### src/rtl/mcast_hash_filter.sv
module mcast_hash_filter #(
  parameter int          ADDR_BYTES = 6,
  parameter int          NWORDS     = 8,
  parameter int          WORD_W     = 32,
  parameter logic [31:0] POLY       = 32'hEDB88320
) (
  input  logic                              clk,
  input  logic                              rst_n,
  input  logic                              sof_i,
  input  logic                              byte_vld_i,
  input  logic [7:0]                        byte_i,
  input  logic                              wr_en_i,
  input  logic [1:0]                        wr_mode_i,
  input  logic [$clog2(NWORDS)-1:0]         wr_addr_i,
  input  logic [WORD_W-1:0]                 wr_data_i,
  input  logic [$clog2(NWORDS)-1:0]         rd_addr_i,
  output logic [WORD_W-1:0]                 rd_data_o,
  output logic                              grp_dec_vld_o,
  output logic                              grp_accept_o,
  output logic                              ucast_pass_o,
  output logic [$clog2(NWORDS*WORD_W)-1:0]  hash_idx_o
);
  localparam int SEL_W = $clog2(NWORDS);
  localparam int BIT_W = $clog2(WORD_W);
  localparam int IDX_W = SEL_W + BIT_W;
  localparam int CNT_W = $clog2(ADDR_BYTES + 1);
  localparam logic [CNT_W-1:0] LAST_CNT = CNT_W'(ADDR_BYTES - 1);
  localparam logic [CNT_W-1:0] DONE_CNT = CNT_W'(ADDR_BYTES);

  function automatic logic [31:0] crc_step(logic [31:0] c, logic [7:0] b);
    logic [31:0] r;
    r = c ^ {24'h0, b};
    for (int i = 0; i < 8; i++)
      r = (r >> 1) ^ (r[0] ? POLY : 32'h0);
    return r;
  endfunction

  logic [NWORDS-1:0][WORD_W-1:0] tbl;
  logic [CNT_W-1:0] cnt, cnt_eff;
  logic [31:0]      crc, crc_eff, crc_nxt, crc_rev;
  logic             grp, grp_eff, take, last;
  logic [IDX_W-1:0] idx;
  logic [SEL_W-1:0] wsel;
  logic [BIT_W-1:0] bsel;

  assign cnt_eff = sof_i ? '0 : cnt;
  assign crc_eff = sof_i ? '1 : crc;
  assign take    = byte_vld_i && (cnt_eff < DONE_CNT);
  assign last    = take && (cnt_eff == LAST_CNT);
  assign grp_eff = (cnt_eff == '0) ? byte_i[0] : grp;
  assign crc_nxt = crc_step(crc_eff, byte_i);

  always_comb
    for (int i = 0; i < 32; i++)
      crc_rev[31-i] = crc_nxt[i];

  assign idx  = crc_rev[31 -: IDX_W];
  assign wsel = idx[IDX_W-1 -: SEL_W];
  assign bsel = idx[BIT_W-1:0];
  assign rd_data_o = tbl[rd_addr_i];

  always_ff @(posedge clk or negedge rst_n) begin
    if (!rst_n) begin
      cnt           <= '0;
      crc           <= '1;
      grp           <= 1'b0;
      grp_dec_vld_o <= 1'b0;
      grp_accept_o  <= 1'b0;
      ucast_pass_o  <= 1'b0;
      hash_idx_o    <= '0;
    end else begin
      if (sof_i) begin
        cnt <= '0;
        crc <= '1;
      end
      if (take) begin
        cnt <= cnt_eff + 1'b1;
        crc <= crc_nxt;
        grp <= grp_eff;
      end
      grp_dec_vld_o <= last && grp_eff;
      ucast_pass_o  <= last && !grp_eff;
      grp_accept_o  <= last && grp_eff && tbl[wsel][BIT_W'(WORD_W-1) - bsel];
      if (last) hash_idx_o <= idx;
    end
  end

  always_ff @(posedge clk or negedge rst_n) begin
    if (!rst_n) tbl <= '0;
    else if (wr_en_i) begin
      case (wr_mode_i)
        2'd0:    tbl[wr_addr_i] <= wr_data_i;
        2'd1:    tbl[wr_addr_i] <= tbl[wr_addr_i] | wr_data_i;
        2'd2:    tbl[wr_addr_i] <= tbl[wr_addr_i] & ~wr_data_i;
        default: ;
      endcase
    end
  end


  excl_out_chk: assert property (@(posedge clk) disable iff (!rst_n)
    $onehot0({grp_dec_vld_o, ucast_pass_o}));


  dec_after_byte_chk: assert property (@(posedge clk) disable iff (!rst_n)
    (grp_dec_vld_o || ucast_pass_o) |-> $past(byte_vld_i));


  one_cycle_pulse_chk: assert property (@(posedge clk) disable iff (!rst_n)
    (grp_dec_vld_o || ucast_pass_o) |=> !(grp_dec_vld_o || ucast_pass_o));


  set_mode_chk: assert property (@(posedge clk) disable iff (!rst_n)
    (wr_en_i && wr_mode_i == 2'd1) |=>
      ((tbl[$past(wr_addr_i)] & $past(wr_data_i)) == $past(wr_data_i)));


  clr_mode_chk: assert property (@(posedge clk) disable iff (!rst_n)
    (wr_en_i && wr_mode_i == 2'd2) |=> ((tbl[$past(wr_addr_i)] & $past(wr_data_i)) == '0));


  nop_mode_chk: assert property (@(posedge clk) disable iff (!rst_n)
    (!wr_en_i || wr_mode_i == 2'd3) |=> $stable(tbl));


  idx_hold_chk: assert property (@(posedge clk) disable iff (!rst_n)
    !(grp_dec_vld_o || ucast_pass_o) |-> $stable(hash_idx_o));
endmodule

### config.mk
export PLATFORM = sky130hd
export DESIGN_NAME = mcast_hash_filter
export DESIGN_NICKNAME = d
export VERILOG_FILES = /design/src/rtl/mcast_hash_filter.sv
export SDC_FILE = /design/constraint.sdc
export NUM_CORES = 1
export LEC_CHECK = 0
export ABC_AREA = 1
export BUFFER_PORTS_ARGS = -buffer_cell sky130_fd_sc_hd__buf_2
export CELL_PAD_IN_SITES_DETAIL_PLACEMENT = 1
export CELL_PAD_IN_SITES_GLOBAL_PLACEMENT = 1
export CORE_AREA = 2 2 259 261
export DETAILED_ROUTE_END_ITERATION = 16
export DIE_AREA = 0 0 261 263
export PLACE_DENSITY_LB_ADDON = 0.1
export SLEW_MARGIN = 20
export SYNTH_ARGS = -nofsm -noshare
export SYNTH_HDL_FRONTEND = slang
export SYNTH_SLANG_ARGS = --single-unit
### constraint.sdc
create_clock -name clk -period 2.19 [get_ports clk]
set_input_delay 0.1095 -clock clk [delete_from_list [all_inputs] [get_ports clk]]
set_output_delay 0.1095 -clock clk [all_outputs]
set_load 0.005 [all_outputs]
## Word-level counts from Yosys, hierarchy flattened

Index checks and enable logic that the tools add are counted.

| storage, ports and cells | value |
|---|---|
| memory bits (writable) | 0 |
| register bits | 303 |
| bits in read-only memories | 0 |
| memories kept | 0 |
| logic and storage cells | 76 |
| latch bits | 0 |

| operators by class | value |
|---|---|
| eq/ne operators | 3 |
| add/subtract/negate cells | 2 |
| div/mod/pow operators | 0 |
| multipliers | 0 |
| shift operators | 0 |
| bitwise gates (word level) | 12 |
| multiplexer cells | 27 |
| magnitude comparators | 6 |
| reductions and logical operators | 11 |

Operators with widths:

| operator | count |
|---|---|
| 256-bit bitwise mux | 3 |
| 256-bit one-hot mux with 3 select lines | 1 |
| 32-bit 2-to-1 mux | 14 |
| 32-bit binary-select mux with 3-bit select | 3 |
| 31-bit by 32-bit bitwise XOR with 32-bit output | 8 |
| 32-bit demux with 3-bit select | 1 |
| 32-bit bitwise AND | 1 |
| 32-bit inverter | 1 |
| 32-bit bitwise OR | 1 |
| 32-bit by 8-bit bitwise XOR with 32-bit output | 1 |
| 3-bit by 4-bit < comparator with 1-bit output, second input constant | 3 |
| 1-bit logical AND | 6 |
| 5-bit by 6-bit < comparator with 1-bit output, second input constant | 1 |
| 3-bit 2-to-1 mux | 2 |
| 1-bit binary-select mux with 5-bit select | 1 |
| 5-bit subtractor, first input constant | 1 |
| 3-bit by 1-bit adder with 3-bit output, second input constant | 1 |
| 3-bit == test, second input constant | 1 |
| 3-bit by 1-bit >= comparator with 1-bit output, second input constant | 1 |
| 3-bit zero test | 1 |
| 3-bit < comparator, second input constant | 1 |
| 3-bit nonzero test | 1 |
| 2-bit by 1-bit == test with 1-bit output, second input constant | 1 |
| 2-bit == test, second input constant | 1 |
| other kinds (4) | 5 |

## Logic depth before layout (Yosys ltp)

Gate-level depths: netlist of run 1.

| depth | value |
|---|---|
| depth in word-level cells | 23 |
| gate-level depth with buffers | 20 |
| mapped depth without buffers | 18 |

## Least setup slack after synthesis of run 1

No wires, ideal clock.

| timing | value |
|---|---|
| path kind | flip-flop to flip-flop |
| start | reg crc[0] |
| end | reg grp_accept_o |
| path slack | -114 ps |
| stages on the path, launching flop included | 17 |
| library setup time | 117 ps |
| buffers on the path | 1 |
| arrival | 2,187 ps |
| required time | 2,073 ps |
| cells stage by stage | dfstp_2 -> inv_1 -> nand2_1 -> nand2_1 -> nand2_1 -> nand2_1 -> nand2_4 -> xor2_4 -> xor2_4 -> buf_6 -> nand3_1 -> nand3_1 -> nand3_1 -> nand3_1 -> nand2_1 -> nor2_1 -> nor2_1 |

| between the ends | value |
|---|---|
| word-level cells in the longest chain between the ends | 16 |

RTL lines:

| element | line | source |
|---|---|---|
| start, declared | 40 | `logic [31:0] crc, crc_eff, crc_nxt, crc_rev;` |
| start signal, assigned | 78 | `crc <= crc_nxt;` |
| 32-bit 2-to-1 mux * | -- |  |
| 32-bit by 8-bit bitwise XOR with 32-bit output * | 32 | `r = c ^ {24'h0, b};` |
| 32-bit 2-to-1 mux * | 34 | `r = (r >> 1) ^ (r[0] ? POLY : 32'h0);` |
| 31-bit by 32-bit bitwise XOR with 32-bit output * (6 in series) | 34 |  |
| 32-bit 2-to-1 mux or 31-bit by 32-bit bitwise XOR with 32-bit output (tied branches) | 34 |  |
| 31-bit by 32-bit bitwise XOR with 32-bit output * (2 in series) | 34 |  |
| 5-bit subtractor or 32-bit 2-to-1 mux (tied branches) | 83 | `grp_accept_o <= last && grp_eff && tbl[wsel][BIT_W'(WORD_W-1) - bsel];` |
| 1-bit binary-select mux with 5-bit select * | 83 |  |
| 1-bit 2-to-1 mux (not written as such) * | 83 |  |
| 1-bit logical AND * | 83 |  |
| end signal, assigned | 83 |  |
| end, declared | 19 | `output logic grp_accept_o,` |

Mark *: on every way between the ends. The rest lies on a longest branch, timed or not. The select of a mux whose other input is x is not followed.
A chain may end at the register's enable or synchronous reset.

## Worst setup path after layout of run 1

| timing | value |
|---|---|
| start | reg crc[4] |
| end | reg grp_accept_o |

| between the ends | value |
|---|---|
| word-level cells in the longest chain between the ends | 16 |

RTL lines:

| element | line |
|---|---|
| 32-bit 2-to-1 mux * | -- |
| 32-bit by 8-bit bitwise XOR with 32-bit output * | 32 |
| 31-bit by 32-bit bitwise XOR with 32-bit output * (4 in series) | 34 |
| 32-bit 2-to-1 mux * | 34 |
| 31-bit by 32-bit bitwise XOR with 32-bit output * (4 in series) | 34 |
| parallel branches: the longest is 2 deep, another holds 5-bit subtractor | -- |
| 1-bit binary-select mux with 5-bit select * | 83 |
| 1-bit 2-to-1 mux (not written as such) * | 83 |
| 1-bit logical AND * | 83 |

Mark *: on every way between the ends. The select of a mux whose other input is x is not followed.

==> flow_summary.toml, run 1 <==
[synthesis]
synth_fp_nets = 3779
syn_area_per_cell_um2 = 6.69
post_synth_instance_area_um2 = 24900
synth_seq_cells = 303
netlist_instances = 3720
synth-warning-count = 0
yosysSeqAreaShare_pct = 30.6
synth.distinct_cells = 37

[floorplan]
fp.dieW_um = 261
ios = 96
dieArea_um2 = 68600
fp-row-count = 94
start_util_pct = 37.9
core-area_um2 = 65600
fp.dieH_um = 263

[setup_path]
r2r_slack_ns = -0.60
arrival_ns = 3.32
reg2reg_depth = 17
endpoint_kind = "register"
r2r_start = "crc[4]$_DFF_PN1_"
required_ns = 2.72
start_kind = "register"
regToRegEndpoint = "grp_accept_o$_DFF_PN0_"
crit_type = "register to register"
cp_max_fo = 13

[timing]
period_minus_slack_ns = 2.79
period_share_pct = 128
drv_slew = 0
tightest_slew_ns = 0.759
skew_ns = 0.0154
grt_setup_unrepaired = "true"
final-setup-viol-count = 7
finalHoldViolCount = 0
fmax_mhz = 358
relSlewSlack_pct = 49.4
setup_slack_ns = -0.605

[power_and_ir_drop]
swShare_pct = 45.2
p_switching_w = 0.0145
p_comb_share_pct = 49.7
leakagePower_nw = 13.0
p_seq_share_pct = 28.3
internal_power_w = 0.0176
power_frac_clock_pct = 22.0
p_total_w = 0.0321
pwr_density_cell_nw_per_um2 = 1030
vdd_drop_max_mv = 0.598

[layout]
final_cell_mix = "o21ai_0, nand2_1, nor2_1"
finalNetCount = 3920
syn_to_final_growth_pct = 25.6
final_area_um2 = 31300
fill_cells = 8242
finish.utilization_pct = 47.6
regArea_um2 = 7620
multi_input_area_um2 = 16100
final_common_cell = "o21ai_0"
drive_gt1_share_pct = 17.9

[clock_tree]
htreeDepth = 2
clock_latency_ns = 0.60
cts.sink_count = 303
cts_tree = "done"
cts_inserted_buffers = 43
cts_root_buf = "clkbuf_16"
clk_pin_slew_ns = 0.06
clock_path_buffers = 3

[grt]
grt_pass1_wl_um = 201000
antenna_found_initial = 0
grt_max_degree = 92
grt_usage_pct = 37.9
grt_remaining_overflow = 0
grt_pass1_vias = 32200

[status]
violations = "negative setup slack"
status = "finished, violations left"

[drt]
avgRoutedWirePerCell_um = 28.5
drt_wl_total_um = 135000
drtAntennaViolNets = 0
firstDrtPassIters = 6
vias = 31900
drcViolationCount = 0
vias_per_cell = 6.70
drt_iter0_drc = 3525

[run]
max_cap_viol_count = 0

[hold_path]
hp-start = "wr_data_i[12]"
hp-class = "primary input to register"
whs_path_depth = 3

[placement]
placed_cell_area_um2 = 28400
routabilityCongestion = 0.880
portBuffers = 95
dp_hpwl_um = 83300
## cells in the mapped netlist, drive strengths merged
master / instances / area, um2
o21ai: 712 / 3560
nand2: 650 / 2480
nor2: 366 / 1400
o211ai: 296 / 2220
clkbuf: 294 / 1100
a31oi: 289 / 1810
dfrtp: 271 / 6780
nand3: 247 / 1240
inv: 159 / 597
a21oi: 117 / 586
a221oi: 77 / 674
buf: 57 / 280
xor2: 46 / 478
dfstp: 32 / 841
nand3b: 31 / 233
o22ai: 27 / 169
xnor2: 15 / 154
o2bb2ai: 10 / 87.6
or2: 10 / 62.6
ha: 6 / 75.1
clkinv: 3 / 11.3
nor3: 3 / 20.0
a21boi: 1 / 7.51
o221ai: 1 / 8.76
## cell type report
cell class	instances	area share, %
Sequential cell	303	24.4
Timing Repair Buffer	446	14.4
Tap cell	864	3.46
Clock inverter	12	0.228
Clock buffer	63	4.07
Antenna cell	1	0.00801
Inverter	162	2.07
Multi-Input combinational cell	2905	51.4
## layer usage
layer  part of all wire, %  track usage [%]  up-vias
met2                    45             59.0     1779
met5                     0                0        -
met1                    41             50.6    16000
met3                   8.9             6.69      447
li1                      -                -    13600
met4                   5.1             18.3        0
## cell families after synthesis
kind of cell	Yosys count	synth area share, %
compound gates	1530	36.7
xor+xnor	61	2.54
flops	303	30.6
fa+ha+maj	6	0.302
buf+inv	513	8.01
simple gates	1307	21.8
## what timing repair did
item | CTS | global route
setup buffers | 26 | 22
pin swaps | 49 | 44
gates cloned | 9 | 4
setup endpoints to repair | 13 | 45
resized for setup | 90 | 64
hold buffers | 1 | 0
hold endpoints to repair | 228 | 0
## worst max-delay path by stage
stage	startpoint	endpoint	slack (ns)
3_3_place_gp	crc[0]$_DFF_PN1_	grp_accept_o$_DFF_PN0_	-0.55
4_1_cts	crc[6]$_DFF_PN1_	grp_accept_o$_DFF_PN0_	-0.39
5_1_grt	crc[4]$_DFF_PN1_	grp_accept_o$_DFF_PN0_	-0.70
2_1_floorplan	crc[0]$_DFF_PN1_	grp_accept_o$_DFF_PN0_	-0.09
3_5_place_dp	crc[0]$_DFF_PN1_	grp_accept_o$_DFF_PN0_	-0.68
6_report	crc[4]$_DFF_PN1_	grp_accept_o$_DFF_PN0_	-0.60
## power by group through the flow
stage          Clock [W]  Combinational (W)  Sequential [W]
2_1_floorplan          0            0.00749         0.00833
3_3_place_gp           0             0.0124         0.00892
3_5_place_dp           0             0.0128         0.00900
4_1_cts          0.00709             0.0148         0.00893
5_1_grt          0.00728             0.0169         0.00921
6_report         0.00704             0.0159         0.00908
## critical path, cell delays in order, from the launching register on
cell and delay, ns:
dfstp_2 0.38, nor2_1 0.23, nand2_1 0.19, nand3_1 0.21, nand2_4 0.12, nand2_8 0.13
nand2_8 0.15, buf_12 0.19, buf_16 0.15, o211ai_1 0.18, nand3_1 0.10, nand3_1 0.10
nand3_2 0.09, nand3_2 0.11, nand2_2 0.05, nor2_2 0.14, nor2_1 0.08, nor2_2 0.09
## metrics by stage
stage	hold slack [ns]	std cells	setup slack, ns	setup TNS [ns]
6_report	0.0398	4756	-0.605	-1.21
5_1_grt	0.0653	4755	-0.699	-2.17
4_1_cts	0.0238	4730	-0.393	-0.436
3_5_place_dp	0.0847	4619	-0.680	-65.24
3_3_place_gp	0.0797	4619	-0.554	-34.33
2_1_floorplan	-0.186	3720	-0.0929	-0.0929
No activity file was read; power rests on OpenSTA's default activity.
==> run 2: changes to the inputs <==
- CORE_AREA: 2 2 259 261 -> 2 2 236 238
- DIE_AREA: 0 0 261 263 -> 0 0 238 240
- clock period: 2.19 -> 3.1 ns (I/O delays scaled with it)
==> flow_summary.toml, run 2 (synthesized netlist as in run 1, its figures left out) <==
[status]
status = "finished clean"

[setup_path]
start_kind = "register"
reg2reg_depth = 18
endpoint_kind = "register"
r2r_slack_ns = 0.14
crit_type = "register to register"
cp_max_fo = 30
arrival_ns = 3.48
regToRegEndpoint = "grp_accept_o$_DFF_PN0_"
required_ns = 3.63
r2r_start = "crc[4]$_DFF_PN1_"

[timing]
grt_setup_unrepaired = "false"
tightest_slew_ns = 0.854
relSlewSlack_pct = 43.1
period_share_pct = 95.4
period_minus_slack_ns = 2.96
final-setup-viol-count = 0
tns_ns = 0
fmax_mhz = 338
skew_ns = 0.0241
finalHoldViolCount = 0
whs_ns = 0.0464
drv_slew = 0
setup_slack_ns = 0.143

[layout]
drive_gt1_share_pct = 10.5
finalNetCount = 3704
final_common_cell = "o21ai_0"
finish.utilization_pct = 51.4
final_cell_mix = "o21ai_0, nand2_1, nor2_1"
syn_to_final_growth_pct = 12.8
layoutNonFillerInstCount = 4378

[drt]
drt_wl_total_um = 122000
firstDrtPassIters = 6
vias = 31000
vias_per_cell = 7.08
drt_iter0_drc = 3601
drcViolationCount = 0
avgRoutedWirePerCell_um = 27.8
drtAntennaViolNets = 0

[grt]
grt_usage_pct = 41.4
antenna_found_initial = 3
grt_pass1_wl_um = 184000
grt_pass1_vias = 31200
grt_max_degree = 104
grt_remaining_overflow = 0

[hold_path]
min_to = "ucast_pass_o$_DFF_PN0_"
hp-start = "byte_i[0]"
whs_path_depth = 4
hp-class = "primary input to register"

[power_and_ir_drop]
vdd_drop_max_mv = 0.529
leakagePower_nw = 11.5
internal_power_w = 0.0107
power_frac_clock_pct = 23.9
swShare_pct = 45.7
p_comb_share_pct = 43.8
p_switching_w = 0.00902
p_seq_share_pct = 32.3
pwr_density_cell_nw_per_um2 = 702

[clock_tree]
cts.sink_count = 303
clock_path_buffers = 3
clock_latency_ns = 0.59
cts_root_buf = "clkbuf_16"
clk_pin_slew_ns = 0.06
cts_tree = "done"
cts_inserted_buffers = 41
htreeDepth = 2

[placement]
routabilityCongestion = 0.896
dp_hpwl_um = 73200
portBuffers = 95
dp_cells = 4299
post-place-ws_ns = 0.213

[floorplan]
ios = 96
fp-row-count = 86
dieArea_um2 = 57100
fp.dieH_um = 240
start_util_pct = 45.5
core-area_um2 = 54700
fp.dieW_um = 238

[run]
max_cap_viol_count = 0
[run 2: cell count changes in the layout (fill, tap and decap cells not counted), sizes merged]
cell	change
bufinv	-1
clkinv	-6
diode	+2
clkbuf	-3
bufbuf	-1
buf	-209
[run 2: worst max-delay path by stage]
| stage | end | slack [ns] | start | cells after the start |
|---|---|---|---|---|
| after floorplan | grp_accept_o$_DFF_PN0_ | 0.80 | crc[0]$_DFF_PN1_ | 16 |
| after global placement | grp_accept_o$_DFF_PN0_ | 0.24 | sof_i | 19 |
| after detailed placement | grp_accept_o$_DFF_PN0_ | 0.21 | sof_i | 18 |
| after CTS | grp_accept_o$_DFF_PN0_ | 0.21 | crc[0]$_DFF_PN1_ | 19 |
| after global routing | grp_accept_o$_DFF_PN0_ | 0.02 | crc[4]$_DFF_PN1_ | 20 |
| final | grp_accept_o$_DFF_PN0_ | 0.14 | crc[4]$_DFF_PN1_ | 18 |
[run 2: stage by stage]
| step | power, W | area [um2] |
|---|---|---|
| 3_5_place_dp | 0.0146 | 26700 |
| 3_3_place_gp | 0.0142 | 26700 |
| 6_report | 0.0197 | 28100 |
| 2_1_floorplan | 0.0112 | 24900 |
| 4_1_cts | 0.0193 | 28000 |
| 5_1_grt | 0.0207 | 28100 |
[run 2: layout make-up]
cell class              instances  area (um2)
diodes                          3        7.51
multi-input cells            2905       15500
fillers                      7060       26600
well taps                     704         881
clock buffers                  64        1230
inverters                     162         618
flip-flops and latches        303        7620
clock inverters                 5        28.8
repair buffers                232        2160
[run 2: power by group through the flow]
stage	Sequential [W]	Combinational (W)	Clock, W
after floorplan	0.00589	0.00528	0
after global placement	0.00626	0.00790	0
after detailed placement	0.00633	0.00824	0
after CTS	0.00628	0.00830	0.00474
after global routing	0.00645	0.00934	0.00488
final	0.00636	0.00864	0.00471
[run 2: per-layer routing]
metal  vias up  part of all wire (%)  GRT usage (%)
li1      13200                     -              -
met1     15300                    38           52.1
met2      1960                    45           65.8
met3       551                    10           8.19
met4         2                   6.5           24.8
met5         -                0.0066              0
[run 2: timing repair]
action | CTS | global route
setup endpoints to repair | 0 | 1
endpoints found under the hold margin | 78 | 0
buffers inserted | 0 | 5
gates resized for setup | 0 | 4
hold buffers | 1 | 0
[run 2: worst max-delay path, stage by stage, from the launching register on]
cell and delay [ns]:
dfstp_2 0.53, nor2_1 0.05, nand2_1 0.15, nand3_1 0.13, nand2_1 0.18, nand3_4 0.24
nand2_8 0.18, buf_12 0.15, buf_12 0.21, nand2_1 0.08, o211ai_1 0.12, nand3_1 0.12
nand3_1 0.12, nand3_1 0.08, nand3_1 0.12, nand3_1 0.17, nand2_1 0.11, nor2_1 0.04
nor2_1 0.10
